File: src/rtl/fdc_regfront_pkg.sv
// Package: shared constants and types for the floppy register front-end.
// Assumes an 8-bit data bus and a 4-bit slot field.
package fdc_regfront_pkg;

    // Which register personality is active.
    typedef enum logic {
        PERS_LEGACY = 1'b0,
        PERS_NATIVE = 1'b1
    } pers_e;

    localparam int SLOT_W = 4;
    typedef logic [SLOT_W-1:0] slot_t;

    // Soft-switch positions whose values steer legacy writes.
    localparam int SW_MOTOR = 4;
    localparam int SW_Q6    = 6;
    localparam int SW_Q7    = 7;

    // Native write slots.
    localparam slot_t WS_PHASE = 4'd4;
    localparam slot_t WS_MCLR  = 4'd6;
    localparam slot_t WS_MSET  = 4'd7;

    // Native read slots.
    localparam slot_t RS_PHASE = 4'd12;
    localparam slot_t RS_HSHK  = 4'd15;

    // Handshake sense bit and the phase value that asks for drive presence.
    localparam logic [7:0] HS_SENSE      = 8'h08;
    localparam logic [7:0] PH_ASK_DRIVE  = 8'h77;

    // Unlock sequence values.
    localparam logic [7:0] UNLOCK_OUTER = 8'h57;
    localparam logic [7:0] UNLOCK_INNER = 8'h17;

endpackage

File: src/rtl/fdc_soft_latches.sv
// Module: fdc_soft_latches
// Legacy personality. Keeps the address-toggled soft switches and the
// data and mode holding registers. A write is steered by the switch values
// that include the update made by that same access.
// Assumes acc_en is only high while the legacy personality is active.
module fdc_soft_latches
    import fdc_regfront_pkg::*;
#(
    parameter int SLOT_BITS = SLOT_W,
    parameter int DATA_W    = 8
) (
    input  logic                 clk,
    input  logic                 rst_n,
    input  logic                 acc_en,
    input  logic                 wr_en,
    input  logic [SLOT_BITS-1:0] slot,
    input  logic [DATA_W-1:0]    wdata,
    output logic [(1<<(SLOT_BITS-1))-1:0] sw_q,
    output logic [DATA_W-1:0]    hold_data_q,
    output logic [DATA_W-1:0]    hold_mode_q,
    output logic                 mode_wr
);
    localparam int N_SW = 1 << (SLOT_BITS - 1);

    logic [N_SW-1:0] sw_nxt;
    logic            data_wr;

    // Next switch values after the current access.
    always_comb begin
        sw_nxt = sw_q;
        if (acc_en) begin
            sw_nxt[slot[SLOT_BITS-1:1]] = slot[0];
        end
    end

    // Steer a write with Q6 and Q7 set to the data or mode holding register.
    always_comb begin
        data_wr = acc_en && wr_en && sw_nxt[SW_Q6] && sw_nxt[SW_Q7] &&  sw_nxt[SW_MOTOR];
        mode_wr = acc_en && wr_en && sw_nxt[SW_Q6] && sw_nxt[SW_Q7] && !sw_nxt[SW_MOTOR];
    end

    // One flop per switch, each updated when its own pair of slots is hit.
    for (genvar g = 0; g < N_SW; g++) begin : g_sw
        always_ff @(posedge clk) begin
            if (!rst_n) begin
                sw_q[g] <= 1'b0;
            end else if (acc_en && (slot[SLOT_BITS-1:1] == g)) begin
                sw_q[g] <= slot[0];
            end
        end
    end

    // Data holding register load.
    always_ff @(posedge clk) begin
        if (!rst_n) begin
            hold_data_q <= '0;
        end else if (data_wr) begin
            hold_data_q <= wdata;
        end
    end

    // Mode holding register load.
    always_ff @(posedge clk) begin
        if (!rst_n) begin
            hold_mode_q <= '0;
        end else if (mode_wr) begin
            hold_mode_q <= wdata;
        end
    end

    // the addressed switch takes the slot's low bit.
    p_switch_follow_r2: assert property (@(posedge clk) disable iff (!rst_n)
        acc_en |=> (sw_q[$past(slot[SLOT_BITS-1:1])] == $past(slot[0])));

    // a write with Q6 or Q7 ending up clear loads no holding register.
    p_gate_closed_r6: assert property (@(posedge clk) disable iff (!rst_n)
        (acc_en && wr_en && !(sw_nxt[SW_Q6] && sw_nxt[SW_Q7]))
            |=> ($stable(hold_mode_q) && $stable(hold_data_q)));

    // a write with the motor on leaves the mode holding register alone.
    p_motor_data_r5: assert property (@(posedge clk) disable iff (!rst_n)
        (data_wr) |=> $stable(hold_mode_q));

    // with no legacy access, the switches hold.
    p_switch_hold_r10: assert property (@(posedge clk) disable iff (!rst_n)
        !acc_en |=> $stable(sw_q));

endmodule

File: src/rtl/fdc_unlock_seq.sv
// Module: fdc_unlock_seq
// Watches values written to the legacy mode holding register. It moves to
// the native personality after the fixed four-value sequence. A
// non-matching value holds progress. The native personality stays until reset.
module fdc_unlock_seq
    import fdc_regfront_pkg::*;
#(
    parameter int DATA_W = 8,
    parameter int STEPS  = 4
) (
    input  logic              clk,
    input  logic              rst_n,
    input  logic              mode_wr,
    input  logic [DATA_W-1:0] wdata,
    output pers_e             pers
);
    localparam int STEP_W = (STEPS > 1) ? $clog2(STEPS) : 1;
    localparam logic [STEP_W-1:0] LAST = STEP_W'(STEPS - 1);

    logic [STEP_W-1:0] step_q;
    logic [DATA_W-1:0] want;
    logic              hit;

    // Expected value for the current step: the inner value at step 1 only.
    always_comb begin
        want = (step_q == STEP_W'(1)) ? DATA_W'(UNLOCK_INNER) : DATA_W'(UNLOCK_OUTER);
        hit  = mode_wr && (wdata == want) && (pers == PERS_LEGACY);
    end

    // Progress counter and personality flag.
    always_ff @(posedge clk) begin
        if (!rst_n) begin
            step_q <= '0;
            pers   <= PERS_LEGACY;
        end else if (hit) begin
            if (step_q == LAST) begin
                step_q <= '0;
                pers   <= PERS_NATIVE;
            end else begin
                step_q <= step_q + STEP_W'(1);
            end
        end
    end

    // a mismatching value keeps the progress where it is.
    p_step_hold_r4: assert property (@(posedge clk) disable iff (!rst_n)
        (mode_wr && (wdata != want)) |=> $stable(step_q));

    // the switch happens only from the last step on a matching write.
    p_switch_last_r4: assert property (@(posedge clk) disable iff (!rst_n)
        (pers == PERS_LEGACY && !(hit && step_q == LAST)) |=> (pers == PERS_LEGACY));

    // the native personality is sticky.
    p_native_sticky_r11: assert property (@(posedge clk) disable iff (!rst_n)
        (pers == PERS_NATIVE) |=> (pers == PERS_NATIVE));

endmodule

File: src/rtl/fdc_native_regs.sv
// Module: fdc_native_regs
// Native personality. Holds the phase register and the mode register with
// bit-clear and bit-set write slots, and builds the read data.
// Assumes en is high only while the native personality is active.
module fdc_native_regs
    import fdc_regfront_pkg::*;
#(
    parameter int SLOT_BITS = SLOT_W,
    parameter int DATA_W    = 8
) (
    input  logic                 clk,
    input  logic                 rst_n,
    input  logic                 en,
    input  logic                 rd,
    input  logic                 wr,
    input  logic [SLOT_BITS-1:0] slot,
    input  logic [DATA_W-1:0]    wdata,
    output logic [DATA_W-1:0]    phase_q,
    output logic [DATA_W-1:0]    mode_q,
    output logic [DATA_W-1:0]    rdata
);
    logic wr_phase, wr_clr, wr_set;

    // Write slot decode.
    always_comb begin
        wr_phase = en && wr && (slot == SLOT_BITS'(WS_PHASE));
        wr_clr   = en && wr && (slot == SLOT_BITS'(WS_MCLR));
        wr_set   = en && wr && (slot == SLOT_BITS'(WS_MSET));
    end

    // Phase register load.
    always_ff @(posedge clk) begin
        if (!rst_n) begin
            phase_q <= '0;
        end else if (wr_phase) begin
            phase_q <= wdata;
        end
    end

    // Mode register bit-clear and bit-set.
    always_ff @(posedge clk) begin
        if (!rst_n) begin
            mode_q <= '0;
        end else if (wr_clr) begin
            mode_q <= mode_q & ~wdata;
        end else if (wr_set) begin
            mode_q <= mode_q | wdata;
        end
    end

    // Read mux; unimplemented slots read as zero.
    always_comb begin
        rdata = '0;
        if (en && rd) begin
            if (slot == SLOT_BITS'(RS_PHASE)) begin
                rdata = phase_q;
            end else if (slot == SLOT_BITS'(RS_HSHK)) begin
                rdata = (phase_q == DATA_W'(PH_ASK_DRIVE)) ? DATA_W'(HS_SENSE) : '0;
            end
        end
    end

    // after a set write every written 1 is present.
    p_mode_set_r8: assert property (@(posedge clk) disable iff (!rst_n)
        wr_set |=> ((mode_q & $past(wdata)) == $past(wdata)));

    // after a clear write every written 1 is gone.
    p_mode_clr_r8: assert property (@(posedge clk) disable iff (!rst_n)
        wr_clr |=> ((mode_q & $past(wdata)) == '0));

    // any write outside slots 4, 6 and 7 leaves both registers unchanged.
    p_ignored_wr_r10: assert property (@(posedge clk) disable iff (!rst_n)
        (!wr_phase && !wr_clr && !wr_set) |=> ($stable(phase_q) && $stable(mode_q)));

endmodule

File: src/rtl/fdc_regfront.sv
// Module: fdc_regfront (top)
// Dual-personality floppy register front-end. It takes the slot from the
// address field, routes accesses to the legacy switches or the native
// registers, and exposes the personality and register states.
// Assumes strobes are single-cycle and the reset is synchronous.
module fdc_regfront
    import fdc_regfront_pkg::*;
#(
    parameter int ADDR_W   = 13,
    parameter int SLOT_LSB = 9,
    parameter int DATA_W   = 8
) (
    input  logic              clk,
    input  logic              rst_n,
    input  logic [ADDR_W-1:0] bus_addr,
    input  logic              bus_rd,
    input  logic              bus_wr,
    input  logic [DATA_W-1:0] bus_wdata,
    output logic [DATA_W-1:0] bus_rdata,
    output logic              native_mode,
    output logic [7:0]        sw_latch,
    output logic [DATA_W-1:0] ctrl_mode
);
    localparam int SLOT_BITS = ADDR_W - SLOT_LSB;
    localparam int N_SW      = 1 << (SLOT_BITS - 1);

    logic [SLOT_BITS-1:0] slot;
    pers_e                pers;
    logic                 legacy_acc;
    logic                 mode_wr;
    logic [N_SW-1:0]      sw_q;
    logic [DATA_W-1:0]    hold_data_q, hold_mode_q;
    logic [DATA_W-1:0]    phase_q, nat_rdata;

    // Slot field extraction and legacy access qualifier.
    always_comb begin
        slot       = bus_addr[ADDR_W-1:SLOT_LSB];
        legacy_acc = (pers == PERS_LEGACY) && (bus_rd || bus_wr);
    end

    fdc_soft_latches #(
        .SLOT_BITS (SLOT_BITS),
        .DATA_W    (DATA_W)
    ) u_sw (
        .clk         (clk),
        .rst_n       (rst_n),
        .acc_en      (legacy_acc),
        .wr_en       (bus_wr),
        .slot        (slot),
        .wdata       (bus_wdata),
        .sw_q        (sw_q),
        .hold_data_q (hold_data_q),
        .hold_mode_q (hold_mode_q),
        .mode_wr     (mode_wr)
    );

    fdc_unlock_seq #(
        .DATA_W (DATA_W),
        .STEPS  (4)
    ) u_unlock (
        .clk     (clk),
        .rst_n   (rst_n),
        .mode_wr (mode_wr),
        .wdata   (bus_wdata),
        .pers    (pers)
    );

    fdc_native_regs #(
        .SLOT_BITS (SLOT_BITS),
        .DATA_W    (DATA_W)
    ) u_nat (
        .clk     (clk),
        .rst_n   (rst_n),
        .en      (pers == PERS_NATIVE),
        .rd      (bus_rd),
        .wr      (bus_wr),
        .slot    (slot),
        .wdata   (bus_wdata),
        .phase_q (phase_q),
        .mode_q  (ctrl_mode),
        .rdata   (nat_rdata)
    );

    // Output assembly: legacy reads return zero.
    always_comb begin
        native_mode = (pers == PERS_NATIVE);
        sw_latch    = 8'(sw_q);
        bus_rdata   = native_mode ? nat_rdata : '0;
    end

    // legacy reads are always zero.
    p_legacy_zero_r3: assert property (@(posedge clk) disable iff (!rst_n)
        (!native_mode && bus_rd) |-> (bus_rdata == '0));

    // the switches are frozen in the native personality.
    p_native_freeze_r10: assert property (@(posedge clk) disable iff (!rst_n)
        native_mode |=> $stable(sw_latch));

endmodule

File: config.mk
export PLATFORM = sky130hd
export DESIGN_NAME = fdc_regfront
export DESIGN_NICKNAME = d
export VERILOG_FILES = /design/src/rtl/fdc_regfront_pkg.sv /design/src/rtl/fdc_soft_latches.sv /design/src/rtl/fdc_unlock_seq.sv /design/src/rtl/fdc_native_regs.sv /design/src/rtl/fdc_regfront.sv
export SDC_FILE = /design/constraint.sdc
export NUM_CORES = 1
export LEC_CHECK = 0
export BUFFER_PORTS_ARGS = -buffer_cell sky130_fd_sc_hd__buf_2
export CORE_UTILIZATION = 60
export CTS_BUF_LIST = sky130_fd_sc_hd__clkbuf_4
export CTS_CLUSTER_SIZE = 28
export DETAILED_ROUTE_END_ITERATION = 10
export PLACE_DENSITY = 0.95
export SETUP_SLACK_MARGIN = 0.02
export SYNTH_ARGS = -nofsm -noshare
export SYNTH_HDL_FRONTEND = slang
export SYNTH_HIERARCHICAL = 1
export SYNTH_SLANG_ARGS = --single-unit
File: constraint.sdc
create_clock -name clk -period 7 [get_ports clk]
set_input_delay 2.1 -clock clk [delete_from_list [all_inputs] [get_ports clk]]
set_output_delay 2.1 -clock clk [all_outputs]
set_load 0.01 [all_outputs]
; ---- After elaboration in Yosys (flattened, before gate mapping)
; Index checks and enable logic that the tools add are counted.
[word_totals]
inputBits = 25
n_memories = 0
word_cells = 74
mem_bits_ro = 0
out_inout_bits = 25
mem_bits_rw = 0
latch_bits = 0
reg_bits = 27
[classes]
bitwise = 4
magnitude_cmp = 2
shift = 0
n_mux = 13
reduce_logical = 26
n_eq_ne = 16
div_mod_pow = 0
n_addsub = 1
multipliers = 0
[ops]
columns = operator, count
row1 = 8-bit two-way mux, 7
row2 = 1-bit logical AND, 21
row3 = 3-bit equality test (second input constant), 4
row4 = 4-bit by 3-bit equality test with 1-bit output (second input constant), 3
row5 = 8-bit bitwise AND, 1
row6 = 8-bit bitwise mux, 1
row7 = 4-bit equality test (second input constant), 2
row8 = 8-bit by 7-bit equality test with 1-bit output (second input constant), 1
row9 = 8-bit equality test, 1
row10 = 8-bit inverter, 1
row11 = 8-bit bitwise OR, 1
row12 = 7-bit two-way mux, 1
row13 = 3-bit by 2-bit equality test with 1-bit output (second input constant), 2
row14 = 3-bit by 4-bit less-than comparator with 1-bit output (second input constant), 1
row15 = 4-bit two-way mux, 1
row16 = 1-bit demux with 3-bit select, 1
row17 = 3-bit by 1-bit equality test with 1-bit output (second input constant), 1
row18 = 3-bit by 1-bit >= comparator with 1-bit output (second input constant), 1
row19 = 3-bit zero test, 1
row20 = 2-bit by 1-bit adder with 2-bit output (second input constant), 1
row21 = 2-bit by 1-bit equality test with 1-bit output (second input constant), 1
row22 = 2-bit equality test (second input constant), 1
row23 = 2-bit two-way mux, 1
row24 = 2-bit AND reduction, 1
row25 = other kinds (5), 5

; ---- Longest topological paths before layout
; Gate-level depths: netlist (run 1).
[depth]
word_depth = 12
ltp_mapped = 10
depth_no_buf = 8

; ---- Hierarchy
; Netlist (run 1), hierarchy kept.
[modules_own_cells]
columns = mod, cells_per_inst, seq_area_each_um2, area_each_um2, n_inst
row1 = fdc_soft_latches, 103, 480.5, 1034.7, 1
row2 = fdc_native_regs, 87, 320.3, 765.7, 1
row3 = fdc_unlock_seq, 20, 60.1, 216.5, 1
row4 = fdc_regfront, 9, 0.0, 70.1, 1

; ---- Worst setup path before layout (run 1)
; Ideal clock, no wire load.
[synth_path]
kind = input to output
from = in bus_addr[10]
to = out bus_rdata[3]
setup_slack_ns = 1.912
path_stages = 4
required_time_ns = 4.900
arrival_time_ns = 2.988
path_cell_list = buf_2 > nor3_1 > mux2_2 > and2_2
[synth_via]
elab_chain_len = 5
elab_cells_between_ends = 6
cone_classes = eq/ne: 2 / mux: 4
[synth_rtl]
columns = element, line_no
row1 = start: declaration, fdc_regfront.sv:15  ; input logic [ADDR_W-1:0] bus_addr,
row2 = 4-bit equality test, fdc_native_regs.sv:57  ; end else if (slot == SLOT_BITS'(RS_HSHK)) begin
row3 = 8-bit two-way mux, fdc_native_regs.sv:57
row4 = 8-bit two-way mux (*), fdc_native_regs.sv:55  ; if (slot == SLOT_BITS'(RS_PHASE)) begin
row5 = 8-bit two-way mux (*), fdc_native_regs.sv:54  ; if (en && rd) begin
row6 = via nat_rdata[3], fdc_regfront.sv:33  ; logic [DATA_W-1:0] phase_q, nat_rdata;
row7 = 8-bit two-way mux (*), fdc_regfront.sv:88  ; bus_rdata = native_mode ? nat_rdata : '0;
row8 = end: declaration, fdc_regfront.sv:19  ; output logic [DATA_W-1:0] bus_rdata,
; The timed path passes the listed nets; every way through them passes the cells marked *.

; ---- Worst setup path after layout (run 1)
[layout_path]
from = in bus_addr[12]
to = out bus_rdata[3]
; Same word-level chain as after synthesis.

==> results of run 1 <==
## worst reg2reg max path, stage by stage (launching register included)
cell,delay [ns]
dfxtp_1,0.45
o21ba_1,0.44
and4bb_1,0.29
mux2i_2,0.24
nand3_1,0.10
inv_1,0.06
nand2b_1,0.09
nor4_4,0.38
mux2i_1,0.24
## stage by stage
step	cells	hold slack, ns
floorplan	158	0.438
global placement	216	0.444
detailed placement	216	0.451
CTS	220	0.470
global route	220	0.489
finish	220	0.465
## path summary, 6_finish.rpt
path                        endpoint  depth (start not counted)  slack (ns)          start
setup / recovery        bus_rdata[3]                          6        1.39   bus_addr[12]
hold / removal                  flop                          2        0.46           flop
setup reg to reg  u_unlock/step_q[1]                          8        4.66  u_unlock/pers
hold reg to reg                 flop                          2        0.46           flop
## power by group through the flow
| stage | clock network [W] | registers [W] | logic (W) |
|---|---|---|---|
| after floorplan | 0 | 0.000160 | 0.0000143 |
| after global placement | 0 | 0.000159 | 0.0000249 |
| after detailed placement | 0 | 0.000159 | 0.0000256 |
| after CTS | 0.0000711 | 0.000156 | 0.0000257 |
| after global routing | 0.0000769 | 0.000156 | 0.0000283 |
| final | 0.0000684 | 0.000156 | 0.0000259 |
## layout by cell type, fill, tap and decap left out
| cell type | instances |
|---|---|
| nand4b_1 | 4 |
| nor4b_1 | 1 |
| inv_1 | 2 |
| nand3_1 | 12 |
| a22o_1 | 1 |
| nand2b_1 | 2 |
| o21ba_1 | 1 |
| and4bb_2 | 1 |
| clkbuf_4 | 4 |
| and4b_1 | 1 |
| nor4_4 | 1 |
| nand4_1 | 2 |
| nor4_1 | 1 |
| and4bb_1 | 1 |
| nand3b_1 | 1 |
| and2_2 | 8 |
| nor2_1 | 1 |
| nor3b_2 | 1 |
| and2_1 | 9 |
| mux2_2 | 2 |
| mux2i_1 | 25 |
| nand2_1 | 30 |
| nor2b_1 | 7 |
| nand4bb_4 | 1 |
| buf_2 | 40 |
| dfxtp_1 | 27 |
| nor3_1 | 2 |
| ha_1 | 2 |
| xnor2_1 | 1 |
| mux2i_2 | 1 |
## cell type report
type	instances	share of cell area (%)
Tap cell	28	2.09
Clock buffer	4	1.79
Sequential cell	27	32.2
Multi-Input combinational cell	119	51.5
Timing Repair Buffer	40	11.9
Inverter	2	0.447
## routing by layer
metal  up-vias  wire, um
met5         -         0
met4         0        31
met3         4       102
met2        31      1470
met1       573      1270
li1        609         -
==> run_results.csv, run 1 <==
group,metric,value,unit
global_routing,grt_util_met3,4.97,%
power,clkPwrFrac,27.3,%
final_layout,nNetsFinal,220,
final_layout,utilization,73.7,%
final_layout,fin_area,1680,um^2
yosys,synthesis.nets,185,
power,ir_drop,0.159,mV
setup_path,cp-start-kind,"primary input",
global_routing,busiest_layer,"met2",
placement,place.port_buffers,40,
final_layout,synthToLayoutAreaGrowth,13.5,%
setup_path,critPathMaxStageDelay,0.56,ns
final_layout,nFillCells,153,
setup_path,end_kind,"output port",
clocking,cts_tree,"yes",
yosys,netlist_area,1480,um^2
drt,detail-route-antenna-nets,0,
clocking,root_buffer,"clkbuf_4",
setup_path,cp_top_family,"simple AND/OR/NAND/NOR gates",
yosys,syn_avg_cell_area,9.36,um^2
global_routing,grt_pass1_wl,4810,um
sta,slew_headroom,48.7,%
sta,drv_slew,0,
min_path,hp-class,"reg -> reg",
setup_path,crit_fanout,10,
yosys,synthCells,158,
floorplanning,io_pins,50,
power,pwr_density_cell,149,nW/um^2
drt,wl_per_cell,13.1,um
sta,skew,0.00136,ns
floorplanning,initial_core_util,65.0,%
sta,rsz0062_at_grt,"no",
global_routing,antenna_found_initial,0,
drt,num_vias,1217,
clocking,cts_resized,0,
clocking,cts_inserted_buffers,3,
power,swShare,23.4,%
final_layout,seqCellArea,541,um^2
setup_path,worst-path-buf-inv,2,
global_routing,grt_pass1_vias,1145,
setup_path,cpMostUsedCell,"buf_2",
clocking,cts.path.max_buffers,2,
clocking,cts_sinks,27,
sta,max_clock_freq,178,MHz
floorplanning,core_area,2280,um^2
floorplanning,dieWidth,51.6,um
setup_path,arrival,3.51,ns
drt,drt-initial-drc-count,14,
setup_path,cp_cell_sequence,"buf_2 > nand4_1 > nor3_1 > mux2_2 > and2_2 > buf_2",
power,p_leak,0.774,nW
sta,setup_viol,0,
global_routing,use_met2,43.5,%
final_layout,drive_above_1_share,30.7,%
floorplanning,die_area,2670,um^2
drt,drcViolationCount,0,
global_routing,met1_usage,26.7,%
floorplanning,rows,17,
setup_path,required,4.90,ns
run,cap_viol_max_count,0,
clocking,path_clk_slew,0.13,ns
global_routing,grtUsageTotal,23.5,%
power,combPwrFrac,10.4,%
global_routing,grt_max_degree,40,
placement,dpl-instance-area,1650,um^2
clocking,cts_setup_buffers,0,
drt,first_pass_iters,4,
sta,finalHoldViolCount,0,
clocking,cts_hold_buf,0,
yosys,yosys_warnings,6,
placement,place_hpwl,2150,um
setup_path,crit_type,"in -> out",
power,power.internal,0.000191,W
power,p_sw,0.0000586,W
drt,routed_wl,2870,um
placement,gp_congestion,0.786,
sta,worst_pin_slew,0.766,ns
sta,fin_setup_tns,0,ns
final_layout,multi_input_area,865,um^2
clocking,htree_levels,1,
final_layout,diodes,0,
setup_path,slowest_stage,"nor3_1",
drt,vias_per_cell,5.53,
global_routing,overflow,0,
placement,post-place-ws,1.50,ns
sta,period_share,80.1,%
outcome,outcome,"completed",
power,power_frac_seq,62.3,%
power,finalPower,0.000250,W
sta,finalWorstSetupSlack,1.39,ns
floorplanning,dieHeight,51.6,um
clocking,worstSkewPairLatency,0.31,ns
sta,post-route-min-period,5.61,ns
(Power assumes the default switching activity.)
==> run 2: changes to the inputs <==
ABC_AREA = 1   (was not set)
CORE_UTILIZATION = 51   (was 60)
PLACE_DENSITY = 0.88   (was 0.95)
clock period = 4.9 ns   (was 7 ns; I/O delays follow)
==> run 2 against run 1 <==
- non-clock buffer count is the same
- cell count grew 36%
- hold slack gained 0.032 ns
- critical path depth grew 1
- flip-flop and latch count is the same
- register-to-register slack lost 1.8 ns
- area after synthesis grew 3.0%
- die area grew 20%
- critical endpoint is now bus_rdata[1]
- largest power group unchanged
- combinational power grew 75%
- core utilization shrank 12 points
==> run_results.csv, run 2 <==
group,metric,value,unit
outcome,outcome,"completed",
global_routing,grt_pass1_vias,1255,
final_layout,drive_above_1_share,23.1,%
power,pwr_density_cell,213,nW/um^2
final_layout,nFillCells,282,
floorplanning,io_pins,50,
placement,gp_congestion,0.833,
drt,routed_wl,3210,um
power,power.internal,0.000268,W
sta,worst_pin_slew,0.440,ns
yosys,syn_avg_cell_area,6.56,um^2
sta,finalHoldViolCount,0,
setup_path,slowest_stage,"nand3_1",
drt,first_pass_iters,4,
sta,whs,0.497,ns
drt,detail-route-antenna-nets,0,
clocking,cts_inserted_buffers,3,
power,power_frac_seq,61.0,%
floorplanning,rows,19,
sta,post-route-min-period,3.99,ns
drt,wl_met3,174,um
power,clkPwrFrac,26.7,%
drt,num_vias,1473,
global_routing,grt_pass1_wl,5380,um
power,swShare,27.1,%
yosys,yosys_warnings,6,
clocking,root_buffer,"clkbuf_4",
final_layout,utilization,61.9,%
sta,skew,0.00548,ns
sta,drv_slew,0,
drt,drcViolationCount,0,
setup_path,cpMostUsedCell,"buf_2",
final_layout,nNetsFinal,296,
setup_path,cp_cell_sequence,"buf_2 > nor2_2 > nand3_1 > nor3_1 > nand2_1 > inv_1 > buf_2",
run,cap_viol_max_count,0,
setup_path,crit_type,"in -> out",
sta,slew_headroom,70.6,%
final_layout,layout_common_cells,"nand2_1 (57), nor2_1 (43), buf_2 (40)",
placement,dpl-instance-area,1690,um^2
drt,wl_per_cell,10.7,um
clocking,cts.path.max_buffers,2,
drt,highest_layer,"met4",
floorplanning,dieWidth,56.6,um
final_layout,seqCellArea,541,um^2
setup_path,cp_top_family,"simple AND/OR/NAND/NOR gates",
setup_path,worst-path-buf-inv,3,
global_routing,overflow,0,
clocking,cts_resized,0,
setup_path,arrival,2.52,ns
power,p_sw,0.0000994,W
yosys,synthesis.nets,259,
final_layout,fin_area,1720,um^2
clocking,path_clk_slew,0.15,ns
final_layout,synthToLayoutAreaGrowth,13.1,%
floorplanning,die_area,3210,um^2
setup_path,crit_fanout,8,
placement,place.port_buffers,40,
clocking,worstSkewPairLatency,0.33,ns
sta,period_share,81.4,%
drt,drt-initial-drc-count,57,
drt,route.met2.wl,1490,um
clocking,htree_levels,1,
sta,rsz0062_at_grt,"no",
floorplanning,core_area,2780,um^2
sta,setup_viol,0,
final_layout,diodes,0,
power,ir_drop,0.186,mV
power,combPwrFrac,12.4,%
setup_path,critPathMaxStageDelay,0.23,ns
global_routing,grtUsageTotal,21.0,%
yosys,synthCells,232,
setup_path,required,3.43,ns
yosys,netlist_area,1520,um^2
drt,wl_met1,1490,um
min_path,hp-class,"reg -> reg",
floorplanning,initial_core_util,54.7,%
clocking,cts_setup_buffers,0,
clocking,cts_tree,"yes",
final_layout,multi_input_area,773,um^2
sta,max_clock_freq,251,MHz
clocking,cts_sinks,27,
clocking,cts_hold_buf,0,
floorplanning,dieHeight,56.6,um
global_routing,antenna_found_initial,0,
drt,vias_per_cell,4.93,
power,p_leak,0.958,nW
setup_path,cp-start-kind,"primary input",
setup_path,end_kind,"output port",
final_layout,final_common_cell,"nand2_1",
global_routing,grt_max_degree,21,
sta,fin_setup_tns,0,ns
placement,place_hpwl,2340,um
setup_path,rrSetupSlack,2.83,ns
[run 2: tightest hold or removal path: stages (launching register included)]
cell     delay [ns]
dfxtp_1        0.35
a21oi_1        0.04
nor2_1         0.08
[run 2: path summary, 6_finish.rpt]
path,start,endpoint,cells past startpoint
max,bus_addr[10],bus_rdata[1],7
min,flop,flop,2
max reg2reg,u_unlock/pers,u_unlock/step_q[1],15
min reg2reg,flop,flop,2
[run 2: stage by stage]
step	setup slack (ns)	std cells	power [W]
after floorplan	1.30	232	0.000255
after global placement	0.966	295	0.000272
after detailed placement	0.907	295	0.000273
after CTS	0.899	299	0.000369
after global routing	0.778	299	0.000383
final	0.910	299	0.000367
[run 2: power by group through the flow]
stage | Clock [W] | Sequential (W) | Combinational [W]
2_1_floorplan | 0 | 0.000230 | 0.0000251
3_3_place_gp | 0 | 0.000229 | 0.0000435
3_5_place_dp | 0 | 0.000229 | 0.0000445
4_1_cts | 0.000101 | 0.000224 | 0.0000448
5_1_grt | 0.000109 | 0.000224 | 0.0000499
6_report | 0.0000979 | 0.000224 | 0.0000454
[run 2: routing by layer]
metal / global-route usage, % / up-vias
met4: 10.1 / 0
met5: 0 / -
li1: - / 787
met1: 28.0 / 637
met3: 2.53 / 6
met2: 33.8 / 43
[run 2: final cells by class]
class	count	share of cell area [%]
Multi-Input combinational cell	160	44.9
Inverter	37	8.21
Clock inverter	1	0.291
Sequential cell	27	31.4
Clock buffer	3	1.31
Tap cell	31	2.25
Timing Repair Buffer	40	11.6
